$ cat src/rtl/gpio_own_pkg.sv
package gpio_own_pkg;
   localparam int BUS_W = 32;

   localparam logic [7:0] OFS_DATA = 8'h00;
   localparam logic [7:0] OFS_DIR  = 8'h04;
   localparam logic [7:0] OFS_ALT  = 8'h08;
   localparam logic [7:0] OFS_DEN  = 8'h0C;
   localparam logic [7:0] OFS_OWN  = 8'h10;

   typedef enum logic [2:0] {
      SEL_DATA,
      SEL_DIR,
      SEL_ALT,
      SEL_DEN,
      SEL_OWN,
      SEL_NONE
   } reg_sel_e;

   function automatic reg_sel_e decode_addr(input logic [7:0] a);
      case (a)
         OFS_DATA: return SEL_DATA;
         OFS_DIR:  return SEL_DIR;
         OFS_ALT:  return SEL_ALT;
         OFS_DEN:  return SEL_DEN;
         OFS_OWN:  return SEL_OWN;
         default:  return SEL_NONE;
      endcase
   endfunction
endpackage

$ cat src/rtl/gpio_own_sync.sv
module gpio_own_sync #(
   parameter int NPINS  = 32,
   parameter int STAGES = 2
) (
   input  logic             clk,
   input  logic             rst_n,
   input  logic [NPINS-1:0] d,
   output logic [NPINS-1:0] q
);
   logic [STAGES-1:0][NPINS-1:0] chain;

   always_ff @(posedge clk or negedge rst_n) begin
      if (!rst_n) chain[0] <= '0;
      else        chain[0] <= d;
   end

   for (genvar s = 1; s < STAGES; s++) begin : g_stage
      always_ff @(posedge clk or negedge rst_n) begin
         if (!rst_n) chain[s] <= '0;
         else        chain[s] <= chain[s-1];
      end
   end

   assign q = chain[STAGES-1];
endmodule

$ cat src/rtl/gpio_own_regs.sv
module gpio_own_regs
   import gpio_own_pkg::*;
#(
   parameter int               NPINS   = 32,
   parameter int               ADDR_W  = 8,
   parameter logic [NPINS-1:0] OWN_RST = '0
) (
   input  logic              clk,
   input  logic              rst_n,
   input  logic              wr,
   input  logic [ADDR_W-1:0] addr,
   input  logic [BUS_W-1:0]  wdata,
   input  logic [NPINS-1:0]  pad_s,
   output logic [BUS_W-1:0]  rdata,
   output logic [NPINS-1:0]  data_q,
   output logic [NPINS-1:0]  dir_q,
   output logic [NPINS-1:0]  alt_q,
   output logic [NPINS-1:0]  den_q,
   output logic [NPINS-1:0]  own_q
);
   localparam int SEL_W = (ADDR_W < 8) ? ADDR_W : 8;

   reg_sel_e         sel;
   logic [7:0]       addr8;
   logic [NPINS-1:0] wval;
   logic [NPINS-1:0] data_rd;
   logic [NPINS-1:0] rd_mux;

   if (ADDR_W > 8) begin : g_wide
      assign addr8 = (addr[ADDR_W-1:8] == '0) ? addr[7:0] : 8'hFF;
   end else begin : g_narrow
      assign addr8 = 8'(addr[SEL_W-1:0]);
   end

   assign sel  = decode_addr(addr8);
   assign wval = wdata[NPINS-1:0];

   always_ff @(posedge clk or negedge rst_n) begin
      if (!rst_n) begin
         data_q <= '0;
         dir_q  <= '0;
         alt_q  <= '0;
         den_q  <= '0;
         own_q  <= OWN_RST;
      end else if (wr) begin
         case (sel)
            SEL_DATA: data_q <= wval;
            SEL_DIR:  dir_q  <= wval;
            SEL_ALT:  alt_q  <= wval;
            SEL_DEN:  den_q  <= wval;
            SEL_OWN:  own_q  <= wval;
            default:  ;
         endcase
      end
   end

   // outputs show stored data, inputs show the synchronised pad when enabled
   assign data_rd = (dir_q & data_q) | (~dir_q & den_q & pad_s);

   always_comb begin
      case (sel)
         SEL_DATA: rd_mux = data_rd;
         SEL_DIR:  rd_mux = dir_q;
         SEL_ALT:  rd_mux = alt_q;
         SEL_DEN:  rd_mux = den_q;
         SEL_OWN:  rd_mux = own_q;
         default:  rd_mux = '0;
      endcase
   end

   assign rdata = BUS_W'(rd_mux);
endmodule

$ cat src/rtl/gpio_own_pinmux.sv
module gpio_own_pinmux #(
   parameter int NPINS = 32
) (
   input  logic             clk,
   input  logic             rst_n,
   input  logic [NPINS-1:0] data_q,
   input  logic [NPINS-1:0] dir_q,
   input  logic [NPINS-1:0] alt_q,
   input  logic [NPINS-1:0] den_q,
   input  logic [NPINS-1:0] own_q,
   input  logic [NPINS-1:0] sec_out,
   input  logic [NPINS-1:0] sec_oe,
   input  logic [NPINS-1:0] alt_out,
   input  logic [NPINS-1:0] alt_oe,
   input  logic [NPINS-1:0] pad_s,
   output logic [NPINS-1:0] alt_in,
   output logic [NPINS-1:0] pad_out,
   output logic [NPINS-1:0] pad_oe
);
   for (genvar p = 0; p < NPINS; p++) begin : g_pin
      logic prim_out, prim_oe, nxt_out, nxt_oe;

      assign prim_out = alt_q[p] ? alt_out[p] : data_q[p];
      assign prim_oe  = alt_q[p] ? alt_oe[p]  : dir_q[p];
      assign nxt_out  = own_q[p] ? sec_out[p] : prim_out;
      assign nxt_oe   = den_q[p] & (own_q[p] ? sec_oe[p] : prim_oe);
      assign alt_in[p] = alt_q[p] & pad_s[p];

      always_ff @(posedge clk or negedge rst_n) begin
         if (!rst_n) begin
            pad_out[p] <= 1'b0;
            pad_oe[p]  <= 1'b0;
         end else begin
            pad_out[p] <= nxt_out;
            pad_oe[p]  <= nxt_oe;
         end
      end
   end
endmodule

$ cat src/rtl/gpio_own_mux.sv
module gpio_own_mux
   import gpio_own_pkg::*;
#(
   parameter int               NPINS       = 32,
   parameter int               ADDR_W      = 8,
   parameter int               SYNC_STAGES = 2,
   parameter logic [NPINS-1:0] OWN_RST     = NPINS'(32'hFF00_0000)
) (
   input  logic              clk,
   input  logic              rst_n,
   input  logic              bus_wr,
   input  logic [ADDR_W-1:0] bus_addr,
   input  logic [31:0]       bus_wdata,
   output logic [31:0]       bus_rdata,
   input  logic [NPINS-1:0]  sec_out,
   input  logic [NPINS-1:0]  sec_oe,
   output logic [NPINS-1:0]  sec_in,
   input  logic [NPINS-1:0]  alt_out,
   input  logic [NPINS-1:0]  alt_oe,
   output logic [NPINS-1:0]  alt_in,
   input  logic [NPINS-1:0]  pad_in,
   output logic [NPINS-1:0]  pad_out,
   output logic [NPINS-1:0]  pad_oe
);
   if (NPINS < 1 || NPINS > BUS_W) begin : g_bad_npins
      $error("gpio_own_mux: NPINS must be 1..32");
   end
   if (ADDR_W < 5) begin : g_bad_addr
      $error("gpio_own_mux: ADDR_W must reach offset 0x10");
   end
   if (SYNC_STAGES < 2) begin : g_bad_sync
      $error("gpio_own_mux: at least two synchroniser stages");
   end

   logic [NPINS-1:0] pad_s;
   logic [NPINS-1:0] data_q, dir_q, alt_q, den_q, own_q;

   gpio_own_sync #(.NPINS(NPINS), .STAGES(SYNC_STAGES)) u_sync (
      .clk   (clk),
      .rst_n (rst_n),
      .d     (pad_in),
      .q     (pad_s)
   );

   gpio_own_regs #(.NPINS(NPINS), .ADDR_W(ADDR_W), .OWN_RST(OWN_RST)) u_regs (
      .clk    (clk),
      .rst_n  (rst_n),
      .wr     (bus_wr),
      .addr   (bus_addr),
      .wdata  (bus_wdata),
      .pad_s  (pad_s),
      .rdata  (bus_rdata),
      .data_q (data_q),
      .dir_q  (dir_q),
      .alt_q  (alt_q),
      .den_q  (den_q),
      .own_q  (own_q)
   );

   gpio_own_pinmux #(.NPINS(NPINS)) u_mux (
      .clk     (clk),
      .rst_n   (rst_n),
      .data_q  (data_q),
      .dir_q   (dir_q),
      .alt_q   (alt_q),
      .den_q   (den_q),
      .own_q   (own_q),
      .sec_out (sec_out),
      .sec_oe  (sec_oe),
      .alt_out (alt_out),
      .alt_oe  (alt_oe),
      .pad_s   (pad_s),
      .alt_in  (alt_in),
      .pad_out (pad_out),
      .pad_oe  (pad_oe)
   );

   assign sec_in = pad_s;
endmodule

$ cat config.mk
export PLATFORM = sky130hd
export DESIGN_NAME = gpio_own_mux
export DESIGN_NICKNAME = d
export VERILOG_FILES = /design/src/rtl/gpio_own_pkg.sv /design/src/rtl/gpio_own_sync.sv /design/src/rtl/gpio_own_regs.sv /design/src/rtl/gpio_own_pinmux.sv /design/src/rtl/gpio_own_mux.sv
export SDC_FILE = /design/constraint.sdc
export NUM_CORES = 1
export LEC_CHECK = 0
export BUFFER_PORTS_ARGS = -buffer_cell sky130_fd_sc_hd__buf_2
export CAP_MARGIN = 15
export CORE_AREA = 3 3 155 157
export CTS_CLUSTER_DIAMETER = 80
export DETAILED_ROUTE_END_ITERATION = 7
export DIE_AREA = 0 0 158 160
export GPL_TIMING_DRIVEN = 0
export PLACE_DENSITY = 0.9
export SKIP_CTS_REPAIR_TIMING = 1
export SLEW_MARGIN = 20
export SYNTH_ARGS = -nofsm -noshare
export SYNTH_HDL_FRONTEND = slang
export SYNTH_HIERARCHICAL = 1
export SYNTH_SLANG_ARGS = --single-unit
export TNS_END_PERCENT = 20
$ cat constraint.sdc
create_clock -name clk -period 2 [get_ports clk]
set_clock_uncertainty 0.15 [all_clocks]
set_input_delay 0.1 -clock clk [delete_from_list [all_inputs] [get_ports clk]]
set_output_delay 0.1 -clock clk [all_outputs]
set_load 0.03 [all_outputs]
==> results of run 1 <==
[worst max-delay path by stage]
stage                       startpoint                end  slack (ns)  depth (start not counted)
after floorplan            bus_addr[3]      bus_rdata[14]        0.03                          5
after global placement           rst_n  u_mux/pad_out[24]       -4.47                          1
after detailed placement   bus_addr[4]       bus_rdata[6]       -0.65                          6
after CTS                  bus_addr[4]       bus_rdata[6]       -0.67                          6
after global routing      u_sync/q[29]      bus_rdata[29]       -0.43                          5
final                      bus_addr[2]       bus_rdata[8]       -0.38                          7
[power breakdown]
part | switching (W) | total (W) | internal (W)
logic | 0.00105 | 0.00190 | 0.000850
registers | 0.000270 | 0.00639 | 0.00612
clock network | 0.00248 | 0.00570 | 0.00322
[sequential cells by signal (all words and copies together), names as in the netlist]
register / count
u_regs/dir_q: 32
u_sync/q: 32
u_regs/alt_q: 32
u_mux/pad_out: 32
u_regs/den_q: 32
u_mux/pad_oe: 32
u_sync/chain: 32
u_regs/data_q: 32
u_regs/own_q: 32
[logic make-up (layout without fill, tap and decap cells)]
kind of cell,after synthesis,after routing,synth area share [%]
other cells,0,8,0
buf+inv,79,701,3.46
flops,288,288,56.6
simple gates,185,185,8.61
mux,234,234,20.4
compound gates,182,182,10.9
[cells in the mapped netlist (all sizes together)]
cell type	number	area (sq um)
inv	1	3.75
nand2	75	282
nand2b	32	200
o21ai	54	270
buf	54	347
nor4b	23	216
dfrtp	280	7010
dfstp	8	210
a221oi	64	561
nand4	1	6.26
nor3	1	16.3
mux2	202	2270
nor2b	2	12.5
nand3	4	20.0
o211a	32	320
nor2	2	10.0
o21a	22	165
nand3b	10	75.1
a21o	10	75.1
and2	34	253
or2	1	6.26
mux2i	32	320
clkbuf	24	90.1
[metrics by stage]
step	instances	hold slack, ns	utilization, %
6_report	1883	-0.00647	81.3
4_1_cts	1673	-0.552	70.5
2_1_floorplan	968	-0.346	-
5_1_grt	1881	0.00653	81.2
3_3_place_gp	1615	0.0575	65.9
3_5_place_dp	1617	0.0314	66.1
[layer usage]
metal	share of wire, %	track usage [%]	vias up
met5	0.015	0	-
met2	49	52.8	954
met4	7.1	13.1	2
li1	-	-	4749
met1	34	40.2	5782
met3	10	6.50	298
[critical path, stage by stage]
cell and delay (ns):
sky130_fd_sc_hd__buf_2 0.13, sky130_fd_sc_hd__clkbuf_2 0.31, sky130_fd_sc_hd__buf_2 0.39, sky130_fd_sc_hd__nor4b_1 0.34, sky130_fd_sc_hd__o21ai_0 0.16, sky130_fd_sc_hd__a221oi_1 0.42
sky130_fd_sc_hd__buf_2 0.28
[cell type report]
| class | instances | area (sq um) | area share (%) |
|---|---|---|---|
| multi-input combinational | 601 | 5380 | 29.2 |
| clock inverter | 12 | 93.8 | 0.510 |
| tap | 285 | 357 | 1.94 |
| antenna | 8 | 20.0 | 0.109 |
| sequential | 288 | 7230 | 39.3 |
| timing repair buffer | 568 | 3960 | 21.5 |
| inverter | 1 | 3.75 | 0.0204 |
| clock buffer | 44 | 895 | 4.86 |
| buffer | 76 | 463 | 2.52 |
==> reports/qor.json, run 1 <==
{
  "outcome": {
    "run_status": "complete, but fails checks",
    "violations": "negative hold slack, negative setup slack"
  },
  "final_layout": {
    "nFillCells": 1143,
    "nNetsFinal": 1769,
    "layout_commonest_cell": "sky130_fd_sc_hd__buf_2",
    "area_growth_syn_to_layout_pct": 44.4,
    "fraction_of_final_layout_cells_with_drive_strength_greater_than_1_pct": 45.8,
    "finalInstanceArea_sq_um": 18400,
    "layout.cells.most_common_list": "sky130_fd_sc_hd__buf_2 (354), sky130_fd_sc_hd__dfrtp_1 (270), sky130_fd_sc_hd__dlygate4sd3_1 (194)"
  },
  "timing": {
    "setup_viol": 34,
    "grt_setup_unrepaired": "true",
    "timing.final.crit_share_pct": 119,
    "timing.max_slew.rel_slack_pct": 31.0,
    "fmax_ghz": 0.420,
    "finalHoldViolations": 2,
    "final.hold.worst_slack_ns": -0.00647,
    "fin_setup_tns_ns": -6.47,
    "timing.final.crit_period_ns": 2.38,
    "finalMaxSlewViolations": 0,
    "tightest_slew_ns": 1.04,
    "layout_setup_ws_ns": -0.383
  },
  "global_routing": {
    "maximum_number_of_pins_on_one_net_before_global_route_repair": 104,
    "antenna_violations_before_repair": 7,
    "grt_overflow": 0,
    "grt_pass1_wl_um": 61200,
    "grt_pass1_vias": 10600,
    "track_usage_pct": 31.6
  },
  "place": {
    "dp_hpwl_um": 28600,
    "place_area_sq_um": 15000,
    "detailedPlace.worstSlack_ns": -0.649,
    "routabilityCongestion": 0.859,
    "io_buffers": 362
  },
  "synthesis": {
    "post_synth_inst_count": 968,
    "postSynthRegisterBits": 288,
    "synthesized_net_count": 1171,
    "netlist-cell-type-count": 29,
    "synth.yosys.seq_area_share_pct": 56.6,
    "post_synth_instance_area_sq_um": 12700,
    "syn-mean-instance-area_sq_um": 13.2,
    "number_of_warnings_printed_during_yosys_synthesis": 6
  },
  "power_and_ir_drop": {
    "leakage_component_of_the_power_nw": 9.66,
    "report.power.total_w": 0.0140,
    "worst_vdd_drop_mv": 0.727,
    "cellPowerDensity_nw_per_um2": 760
  },
  "worst_hold_path": {
    "worst_hold_path.endpoint": "u_regs/den_q[31]",
    "hold_path_class": "input port to register",
    "min_delay_path_depth": 4,
    "timing.hold.worst.start": "bus_addr[6]"
  },
  "detailed_routing": {
    "detail_route.wirelength_um": 52100,
    "wl_per_cell_um": 27.7,
    "postRouteAntennaNets": 0,
    "drt_first_iter_violations": 1111,
    "route.detailed.vias_per_inst": 6.26,
    "drt_drc_violations_left": 0,
    "detail_route.first_pass.iterations": 7,
    "num_vias": 11800
  },
  "critical_path": {
    "rr_endpoint": "u_mux/pad_oe[17]",
    "crit_path_kind": "input port to primary output",
    "worstSetupStartpointType": "input port",
    "rr_startpoint": "u_regs/alt_q[17]",
    "critical_path.max_fanout": 10,
    "crit_arrival_ns": 2.13,
    "crit_path_end_kind": "primary output",
    "critical_path_required_ns": 1.75,
    "setup.reg_to_reg.worst_slack_ns": 0.04,
    "reg2regPathDepth": 4
  },
  "clocking": {
    "clkLatencyLatePin_ns": 0.56,
    "ctsRootBufferMaster": "sky130_fd_sc_hd__clkbuf_16",
    "cts_tree": "yes",
    "path_clk_slew_ns": 0.06,
    "cts_num_sinks": 288,
    "htreeDepth": 1,
    "cts_made_buffers": 30,
    "cts-root-to-sink-buffers": 3
  },
  "floorplan": {
    "chipHeight_um": 160,
    "start_util_pct": 56.3,
    "chipWidth_um": 158,
    "floorplan.rows": 55,
    "core-area_sq_um": 22600,
    "floorplan.die_area_sq_um": 25300,
    "design.portCount": 363
  },
  "job": {
    "maxCapViolCount": 0
  }
}
No activity file was read; power rests on OpenSTA's default activity.
==> run 2, diff against run 1 <==
==> constraint.sdc (replaced) <==
create_clock -name clk -period 2 [get_ports clk]
set_clock_uncertainty 0.15 [all_clocks]
set_input_delay 0.4 -clock clk [delete_from_list [all_inputs] [get_ports clk]]
set_output_delay 0.4 -clock clk [all_outputs]
set_load 0.03 [all_outputs]
==> run 2 against run 1 <==
Effect of this change:
- the run still ends with negative hold slack, negative setup slack left
- non-clock buffer count fell by 112
- sequential share of layout area up 0.15 points
- global-route usage fell by 0.38 points
- worst hold slack worse by 0.0096 ns
- critical endpoint is now bus_rdata[17]
- largest cell class unchanged
- highest routed layer unchanged
- clock power fell by 4.0%
==> reports/qor.json, run 2 (synthesis gave the netlist of run 1 again) <==
{
  "job": {
    "maxCapViolCount": {"value": 0, "change": "unchanged"}
  },
  "clocking": {
    "cts-root-to-sink-buffers": {"value": 3, "change": "unchanged"},
    "cts_made_buffers": {"value": 29, "change": "was 30"},
    "ctsRootBufferMaster": {"value": "sky130_fd_sc_hd__clkbuf_16", "change": "unchanged"},
    "cts_num_sinks": {"value": 288, "change": "unchanged"},
    "clkLatencyLatePin": {"value": 0.55, "unit": "ns", "change": "was 0.56 ns"},
    "cts_tree": {"value": "yes", "change": "unchanged"},
    "path_clk_slew": {"value": 0.06, "unit": "ns", "change": "about the same"},
    "htreeDepth": {"value": 1, "change": "unchanged"}
  },
  "floorplan": {
    "chipHeight": {"value": 160, "unit": "um", "change": "unchanged"},
    "floorplan.rows": {"value": 55, "change": "unchanged"},
    "design.portCount": {"value": 363, "change": "unchanged"},
    "chipWidth": {"value": 158, "unit": "um", "change": "unchanged"},
    "start_util": {"value": 56.3, "unit": "%", "change": "unchanged"},
    "core-area": {"value": 22600, "unit": "sq um", "change": "unchanged"},
    "floorplan.die_area": {"value": 25300, "unit": "sq um", "change": "unchanged"}
  },
  "final_layout": {
    "area_growth_syn_to_layout": {"value": 44.3, "unit": "%", "change": "was 44.4%"},
    "layout.cells.most_common_list": {"value": "sky130_fd_sc_hd__buf_2 (344), sky130_fd_sc_hd__dfrtp_1 (250), sky130_fd_sc_hd__mux2_2 (140)", "change": "was sky130_fd_sc_hd__buf_2 (354), sky130_fd_sc_hd__dfrtp_1 (270), sky130_fd_sc_hd__dlygate4sd3_1 (194)"},
    "instances_no_fill": {"value": 1763, "change": "was 1883"},
    "nNetsFinal": {"value": 1656, "change": "was 1769"},
    "layout_commonest_cell": {"value": "sky130_fd_sc_hd__buf_2", "change": "unchanged"},
    "area.sequential": {"value": 7250, "unit": "sq um", "change": "was 7230 sq um"},
    "multi_input_area": {"value": 6230, "unit": "sq um", "change": "was 5380 sq um"},
    "nFillCells": {"value": 1115, "change": "was 1143"},
    "fraction_of_final_layout_cells_with_drive_strength_greater_than_1": {"value": 54.9, "unit": "%", "change": "was 45.8%"},
    "finalInstanceArea": {"value": 18400, "unit": "sq um", "change": "about the same"}
  },
  "outcome": {
    "violations": {"value": "negative hold slack, negative setup slack", "change": "unchanged"},
    "run_status": {"value": "complete, but fails checks", "change": "unchanged"}
  },
  "critical_path": {
    "worst_setup_path_startpoint": {"value": "u_regs/den_q[17]", "change": "was bus_addr[2]"},
    "critical_path.max_fanout": {"value": 4, "change": "was 10"},
    "crit_path_cell_trace": {"value": "mux2_2 -> a221oi_4 -> a221oi_4 -> buf_6", "change": "was buf_2 -> clkbuf_2 -> buf_2 -> nor4b_1 -> o21ai_0 -> a221oi_1 -> buf_2"},
    "reg2regPathDepth": {"value": 3, "change": "was 4"},
    "cp_common_cell": {"value": "sky130_fd_sc_hd__a221oi_4", "change": "was sky130_fd_sc_hd__buf_2"},
    "critical_path_required": {"value": 1.45, "unit": "ns", "change": "was 1.75 ns"},
    "rr_endpoint": {"value": "u_mux/pad_oe[17]", "change": "unchanged"},
    "critical_path.slowest_cell": {"value": "sky130_fd_sc_hd__dfrtp_1", "change": "was sky130_fd_sc_hd__a221oi_1"},
    "crit_path_kind": {"value": "register to primary output", "change": "was input port to primary output"},
    "rr_startpoint": {"value": "u_regs/alt_q[17]", "change": "unchanged"},
    "crit_arrival": {"value": 1.96, "unit": "ns", "change": "was 2.13 ns"},
    "worstSetupStartpointType": {"value": "register", "change": "was input port"},
    "largest_incremental_delay_on_the_critical_path": {"value": 0.42, "unit": "ns", "change": "about the same"},
    "critical_path_destination": {"value": "bus_rdata[17]", "change": "was bus_rdata[8]"},
    "setup.reg_to_reg.worst_slack": {"value": 0.62, "unit": "ns", "change": "was 0.04 ns"},
    "crit_path_end_kind": {"value": "primary output", "change": "unchanged"}
  },
  "timing": {
    "fin_setup_tns": {"value": -12.72, "unit": "ns", "change": "was -6.47 ns"},
    "grt_setup_unrepaired": {"value": "true", "change": "unchanged"},
    "timing.max_slew.rel_slack": {"value": 47.2, "unit": "%", "change": "was 31.0%"},
    "finalHoldViolations": {"value": 6, "change": "was 2"},
    "layout_setup_ws": {"value": -0.506, "unit": "ns", "change": "was -0.383 ns"},
    "timing.final.crit_share": {"value": 125, "unit": "%", "change": "was 119%"},
    "fmax": {"value": 0.399, "unit": "GHz", "change": "was 0.420 GHz"},
    "final.hold.worst_slack": {"value": -0.0161, "unit": "ns", "change": "was -0.00647 ns"},
    "finalMaxSlewViolations": {"value": 0, "change": "unchanged"},
    "tightest_slew": {"value": 0.792, "unit": "ns", "change": "was 1.04 ns"},
    "setup_viol": {"value": 32, "change": "was 34"},
    "timing.final.crit_period": {"value": 2.51, "unit": "ns", "change": "was 2.38 ns"}
  },
  "global_routing": {
    "antenna_violations_before_repair": {"value": 3, "change": "was 7"},
    "maximum_number_of_pins_on_one_net_before_global_route_repair": {"value": 97, "change": "was 104"},
    "grt_pass1_vias": {"value": 10700, "change": "was 10600"},
    "grt_pass1_wl": {"value": 60900, "unit": "um", "change": "was 61200 um"},
    "track_usage": {"value": 31.3, "unit": "%", "change": "was 31.6%"},
    "grt_overflow": {"value": 0, "change": "unchanged"}
  },
  "detailed_routing": {
    "wl_per_cell": {"value": 26.4, "unit": "um", "change": "was 27.7 um"},
    "drt_first_iter_violations": {"value": 781, "change": "was 1111"},
    "detail_route.first_pass.iterations": {"value": 6, "change": "was 7"},
    "postRouteAntennaNets": {"value": 0, "change": "unchanged"},
    "detail_route.wirelength": {"value": 46500, "unit": "um", "change": "was 52100 um"},
    "route.detailed.vias_per_inst": {"value": 6.12, "change": "was 6.26"},
    "num_vias": {"value": 10800, "change": "was 11800"},
    "drt_drc_violations_left": {"value": 0, "change": "unchanged"}
  },
  "place": {
    "dp_hpwl": {"value": 28500, "unit": "um", "change": "was 28600 um"},
    "io_buffers": {"value": 362, "change": "unchanged"},
    "place_area": {"value": 15800, "unit": "sq um", "change": "was 15000 sq um"},
    "dpl.cell_count": {"value": 1618, "change": "was 1617"},
    "routabilityCongestion": {"value": 0.855, "change": "was 0.859"},
    "detailedPlace.worstSlack": {"value": -0.790, "unit": "ns", "change": "was -0.649 ns"}
  },
  "power_and_ir_drop": {
    "report.power.total": {"value": 0.0137, "unit": "W", "change": "was 0.0140 W"},
    "leakage_component_of_the_power": {"value": 9.39, "unit": "nW", "change": "was 9.66 nW"},
    "worst_vdd_drop": {"value": 0.628, "unit": "mV", "change": "was 0.727 mV"},
    "cellPowerDensity": {"value": 745, "unit": "nW/um^2", "change": "was 760 nW/um^2"}
  },
  "worst_hold_path": {
    "hold_path_class": {"value": "input port to register", "change": "unchanged"},
    "min_delay_path_depth": {"value": 2, "change": "was 4"}
  }
}
run 2: cell types whose count changed in the layout (fill, tap and decap cells not counted), moves of 20 or more:
cell / before / now
sky130_fd_sc_hd__buf_6: 0 / 39
sky130_fd_sc_hd__dfrtp_1: 270 / 250
sky130_fd_sc_hd__dlygate4sd3_1: 194 / 80
sky130_fd_sc_hd__a221oi_1: 39 / 0
sky130_fd_sc_hd__dfrtp_2: 10 / 30
sky130_fd_sc_hd__a221oi_4: 3 / 42
run 2: per-layer routing:
layer  GRT usage (%)  part of all wire, %
met1            39.0                   37
met2            52.8                   50
met3            6.91                  7.8
met4            12.3                  5.1
met5               0                0.028
run 2: report_power, final:
part	leakage (nW)	total [W]	internal, W	switching [W]
sequential	3.76	0.00640	0.00612	0.000272
clock	0.466	0.00547	0.00318	0.00229
combinational	5.16	0.00183	0.000781	0.00105
run 2: stage by stage:
step                hold WS, ns  utilization (%)
CTS                      -0.478             74.0
global placement          0.181             69.4
global route           -0.00361             81.2
detailed placement       0.0941             69.8
floorplan               -0.0456                -
finish                  -0.0161             81.2
run 2: how the worst min path moves through the flow:
stage                    startpoint                to  slack, ns
finish                bus_wdata[25]  u_regs/den_q[25]      -0.02
global route          bus_wdata[25]  u_regs/den_q[25]     -0.004
CTS                           rst_n  u_mux/pad_oe[11]      -0.48
detailed placement            rst_n  u_mux/pad_oe[11]       0.09
global placement    u_sync/chain[6]       u_sync/q[6]       0.18
floorplan                     rst_n   u_mux/pad_oe[0]      -0.05
run 2: worst max-delay path, delay by kind of cell, from the launching register on:
kind                   cells  cell delay [ns]
DFF                        1             0.42
buffers and inverters      1             0.19
muxes                      1             0.32
AOI/OAI and AO/OA          2             0.48
run 2: area by class of cell:
type,count,area share (%)
inverter,1,0.0204
tap,285,1.94
buffer,77,3.32
clock buffer,45,4.65
multi-input combinational,601,33.9
sequential,288,39.4
timing repair buffer,455,16.2
clock inverter,8,0.503
antenna,3,0.0408
==> run 3, diff against run 2 <==
RECOVER_POWER = 25   (was default)
SETUP_SLACK_MARGIN = 0.3   (was default)
SLEW_MARGIN = 15   (was 20)
==> run 3 against run 2 <==
Effect of this change:
- the run still ends with negative hold slack, negative setup slack left
- worst hold slack gained 0.0032 ns
- non-clock buffer count grew 29
- die area is the same
- combinational power grew 9%
- via count grew 3.8%
- clock-buffer cell count grew 1
- wire length grew 6.5%
==> reports/qor.json, run 3 (synthesis gave the netlist of run 1 again) <==
{
  "final_layout": {
    "multi_input_area": {"value": 6330, "unit": "sq um", "change": "was 6230 sq um"},
    "fraction_of_final_layout_cells_with_drive_strength_greater_than_1": {"value": 57.1, "unit": "%", "change": "was 54.9%"},
    "finalInstanceArea": {"value": 19200, "unit": "sq um", "change": "was 18400 sq um"},
    "area_growth_syn_to_layout": {"value": 50.6, "unit": "%", "change": "was 44.3%"},
    "nNetsFinal": {"value": 1686, "change": "was 1656"},
    "layout.core_utilization": {"value": 84.7, "unit": "%", "change": "was 81.2%"},
    "nFillCells": {"value": 1011, "change": "was 1115"},
    "layout_commonest_cell": {"value": "sky130_fd_sc_hd__buf_2", "change": "unchanged"},
    "instances_no_fill": {"value": 1795, "change": "was 1763"},
    "area.sequential": {"value": 7260, "unit": "sq um", "change": "was 7250 sq um"},
    "layout.cells.most_common_list": {"value": "sky130_fd_sc_hd__buf_2 (296), sky130_fd_sc_hd__dfrtp_1 (243), sky130_fd_sc_hd__mux2_2 (136)", "change": "was sky130_fd_sc_hd__buf_2 (344), sky130_fd_sc_hd__dfrtp_1 (250), sky130_fd_sc_hd__mux2_2 (140)"}
  },
  "power_and_ir_drop": {
    "cellPowerDensity": {"value": 735, "unit": "nW/um^2", "change": "was 745 nW/um^2"},
    "leakage_component_of_the_power": {"value": 9.71, "unit": "nW", "change": "was 9.39 nW"},
    "worst_vdd_drop": {"value": 0.748, "unit": "mV", "change": "was 0.628 mV"}
  },
  "detailed_routing": {
    "total_length_of_routed_met2_wires": {"value": 24800, "unit": "um", "change": "was 23500 um"},
    "wl_per_cell": {"value": 27.6, "unit": "um", "change": "was 26.4 um"},
    "drt_first_iter_violations": {"value": 870, "change": "was 781"},
    "drt_drc_violations_left": {"value": 0, "change": "unchanged"},
    "detail_route.wirelength": {"value": 49600, "unit": "um", "change": "was 46500 um"},
    "routed_length_on_met1": {"value": 17200, "unit": "um", "change": "was 17000 um"},
    "wl_met3": {"value": 4240, "unit": "um", "change": "was 3610 um"},
    "num_vias": {"value": 11200, "change": "was 10800"},
    "postRouteAntennaNets": {"value": 0, "change": "unchanged"},
    "detail_route.first_pass.iterations": {"value": 7, "change": "was 6"},
    "route.detailed.vias_per_inst": {"value": 6.24, "change": "was 6.12"},
    "route.top_layer_used": {"value": "met5", "change": "unchanged"}
  },
  "timing": {
    "finalMaxSlewViolations": {"value": 0, "change": "unchanged"},
    "fmax": {"value": 0.400, "unit": "GHz", "change": "was 0.399 GHz"},
    "finalHoldViolations": {"value": 3, "change": "was 6"},
    "timing.final.crit_share": {"value": 125, "unit": "%", "change": "about the same"},
    "timing.final.crit_period": {"value": 2.50, "unit": "ns", "change": "was 2.51 ns"},
    "fin_setup_tns": {"value": -12.54, "unit": "ns", "change": "was -12.72 ns"},
    "layout_setup_ws": {"value": -0.501, "unit": "ns", "change": "was -0.506 ns"},
    "final.hold.worst_slack": {"value": -0.0129, "unit": "ns", "change": "was -0.0161 ns"},
    "timing.max_slew.rel_slack": {"value": 13.4, "unit": "%", "change": "was 47.2%"},
    "tightest_slew": {"value": 1.30, "unit": "ns", "change": "was 0.792 ns"},
    "grt_setup_unrepaired": {"value": "true", "change": "unchanged"},
    "setup_viol": {"value": 34, "change": "was 32"}
  },
  "clocking": {
    "ctsRootBufferMaster": {"value": "sky130_fd_sc_hd__clkbuf_16", "change": "unchanged"},
    "path_clk_slew": {"value": 0.06, "unit": "ns", "change": "about the same"},
    "clkLatencyLatePin": {"value": 0.55, "unit": "ns", "change": "about the same"},
    "cts_tree": {"value": "yes", "change": "unchanged"},
    "htreeDepth": {"value": 1, "change": "unchanged"},
    "cts_made_buffers": {"value": 30, "change": "was 29"},
    "cts-root-to-sink-buffers": {"value": 3, "change": "unchanged"},
    "cts_num_sinks": {"value": 288, "change": "unchanged"}
  },
  "place": {
    "io_buffers": {"value": 362, "change": "unchanged"},
    "routabilityCongestion": {"value": 0.851, "change": "was 0.855"},
    "dp_hpwl": {"value": 28400, "unit": "um", "change": "was 28500 um"},
    "place_area": {"value": 15800, "unit": "sq um", "change": "unchanged"},
    "dpl.cell_count": {"value": 1617, "change": "was 1618"}
  },
  "global_routing": {
    "maximum_number_of_pins_on_one_net_before_global_route_repair": {"value": 110, "change": "was 97"},
    "grt_pass1_wl": {"value": 61500, "unit": "um", "change": "was 60900 um"},
    "antenna_violations_before_repair": {"value": 5, "change": "was 3"},
    "track_usage": {"value": 31.7, "unit": "%", "change": "was 31.3%"},
    "grt_overflow": {"value": 0, "change": "unchanged"},
    "grt_pass1_vias": {"value": 10700, "change": "about the same"}
  },
  "critical_path": {
    "crit_path_cell_trace": {"value": "nor4b_4 -> o21ai_2 -> a221oi_4 -> buf_6", "change": "was mux2_2 -> a221oi_4 -> a221oi_4 -> buf_6"},
    "largest_incremental_delay_on_the_critical_path": {"value": 0.45, "unit": "ns", "change": "was 0.42 ns"},
    "crit_path_end_kind": {"value": "primary output", "change": "unchanged"},
    "worstSetupStartpointType": {"value": "register", "change": "unchanged"},
    "critical_path.max_fanout": {"value": 4, "change": "unchanged"},
    "critical_path_required": {"value": 1.45, "unit": "ns", "change": "about the same"},
    "crit_path_kind": {"value": "register to primary output", "change": "unchanged"},
    "crit_family": {"value": "compound AO/OA/AOI/OAI gates", "change": "unchanged"},
    "crit_arrival": {"value": 1.95, "unit": "ns", "change": "was 1.96 ns"},
    "timing.critical_path.buf_inv": {"value": 1, "change": "unchanged"},
    "critical_path.slowest_cell": {"value": "sky130_fd_sc_hd__dfrtp_2", "change": "was sky130_fd_sc_hd__dfrtp_1"}
  },
  "floorplan": {
    "start_util": {"value": 56.3, "unit": "%", "change": "unchanged"},
    "chipHeight": {"value": 160, "unit": "um", "change": "unchanged"},
    "floorplan.rows": {"value": 55, "change": "unchanged"},
    "chipWidth": {"value": 158, "unit": "um", "change": "unchanged"},
    "core-area": {"value": 22600, "unit": "sq um", "change": "unchanged"},
    "design.portCount": {"value": 363, "change": "unchanged"},
    "floorplan.die_area": {"value": 25300, "unit": "sq um", "change": "unchanged"}
  },
  "outcome": {
    "violations": {"value": "negative hold slack, negative setup slack", "change": "unchanged"},
    "run_status": {"value": "complete, but fails checks", "change": "unchanged"}
  },
  "job": {
    "maxCapViolCount": {"value": 0, "change": "unchanged"}
  },
  "worst_hold_path": {
    "hold_path_class": {"value": "input port to register", "change": "unchanged"}
  }
}
run 3: layer usage:
metal | global-route usage [%] | vias to the layer above
met5 | 0 | -
met4 | 13.3 | 4
met3 | 6.23 | 259
met2 | 53.5 | 760
met1 | 39.9 | 5593
li1 | - | 4587
run 3: worst register-to-register path, cell delays in order (launching register included):
cell and delay [ns]:
sky130_fd_sc_hd__dfrtp_1 0.40, sky130_fd_sc_hd__buf_6 0.13, sky130_fd_sc_hd__buf_4 0.13, sky130_fd_sc_hd__mux2_1 0.27, sky130_fd_sc_hd__o211a_1 0.22
run 3: through the flow:
step / worst slack, ns / power [W]
final: -0.501 / 0.0141
after global routing: -0.539 / 0.0145
after CTS: -0.811 / 0.0136
after detailed placement: -0.790 / 0.00798
after floorplan: -0.0687 / 0.00724
after global placement: -4.78 / 0.00791
run 3: path summary, 6_finish.rpt:
path	startpoint	to	slack, ns	cells after the start
worst max-delay path	u_regs/dir_q[29]	bus_rdata[29]	-0.50	4
min in group asynchronous	rst_n	u_mux/pad_out[10]	0.01	1
worst max register to register	u_regs/dir_q[0]	u_mux/pad_oe[0]	0.58	4
max in group asynchronous	rst_n	u_regs/alt_q[15]	0.18	2
worst min register to register	u_sync/chain[31]	u_sync/q[31]	0.20	0
worst min-delay path	sec_out[29]	u_mux/pad_out[29]	-0.01	3
run 3: cell type report:
class / count / area share (%)
Inverter: 1 / 0.0196
Multi-Input combinational cell: 601 / 33.0
Clock buffer: 46 / 4.91
Tap cell: 285 / 1.86
Antenna cell: 3 / 0.0391
Sequential cell: 288 / 37.9
Timing Repair Buffer: 483 / 18.0
Clock inverter: 10 / 0.430
Buffer: 78 / 3.91
run 3: where the power goes:
group / leakage (nW) / internal (W) / switching, W
Combinational: 5.45 / 0.000888 / 0.00111
Clock: 0.504 / 0.00336 / 0.00234
Sequential: 3.75 / 0.00613 / 0.000278
Total: 9.71 / 0.0104 / 0.00372
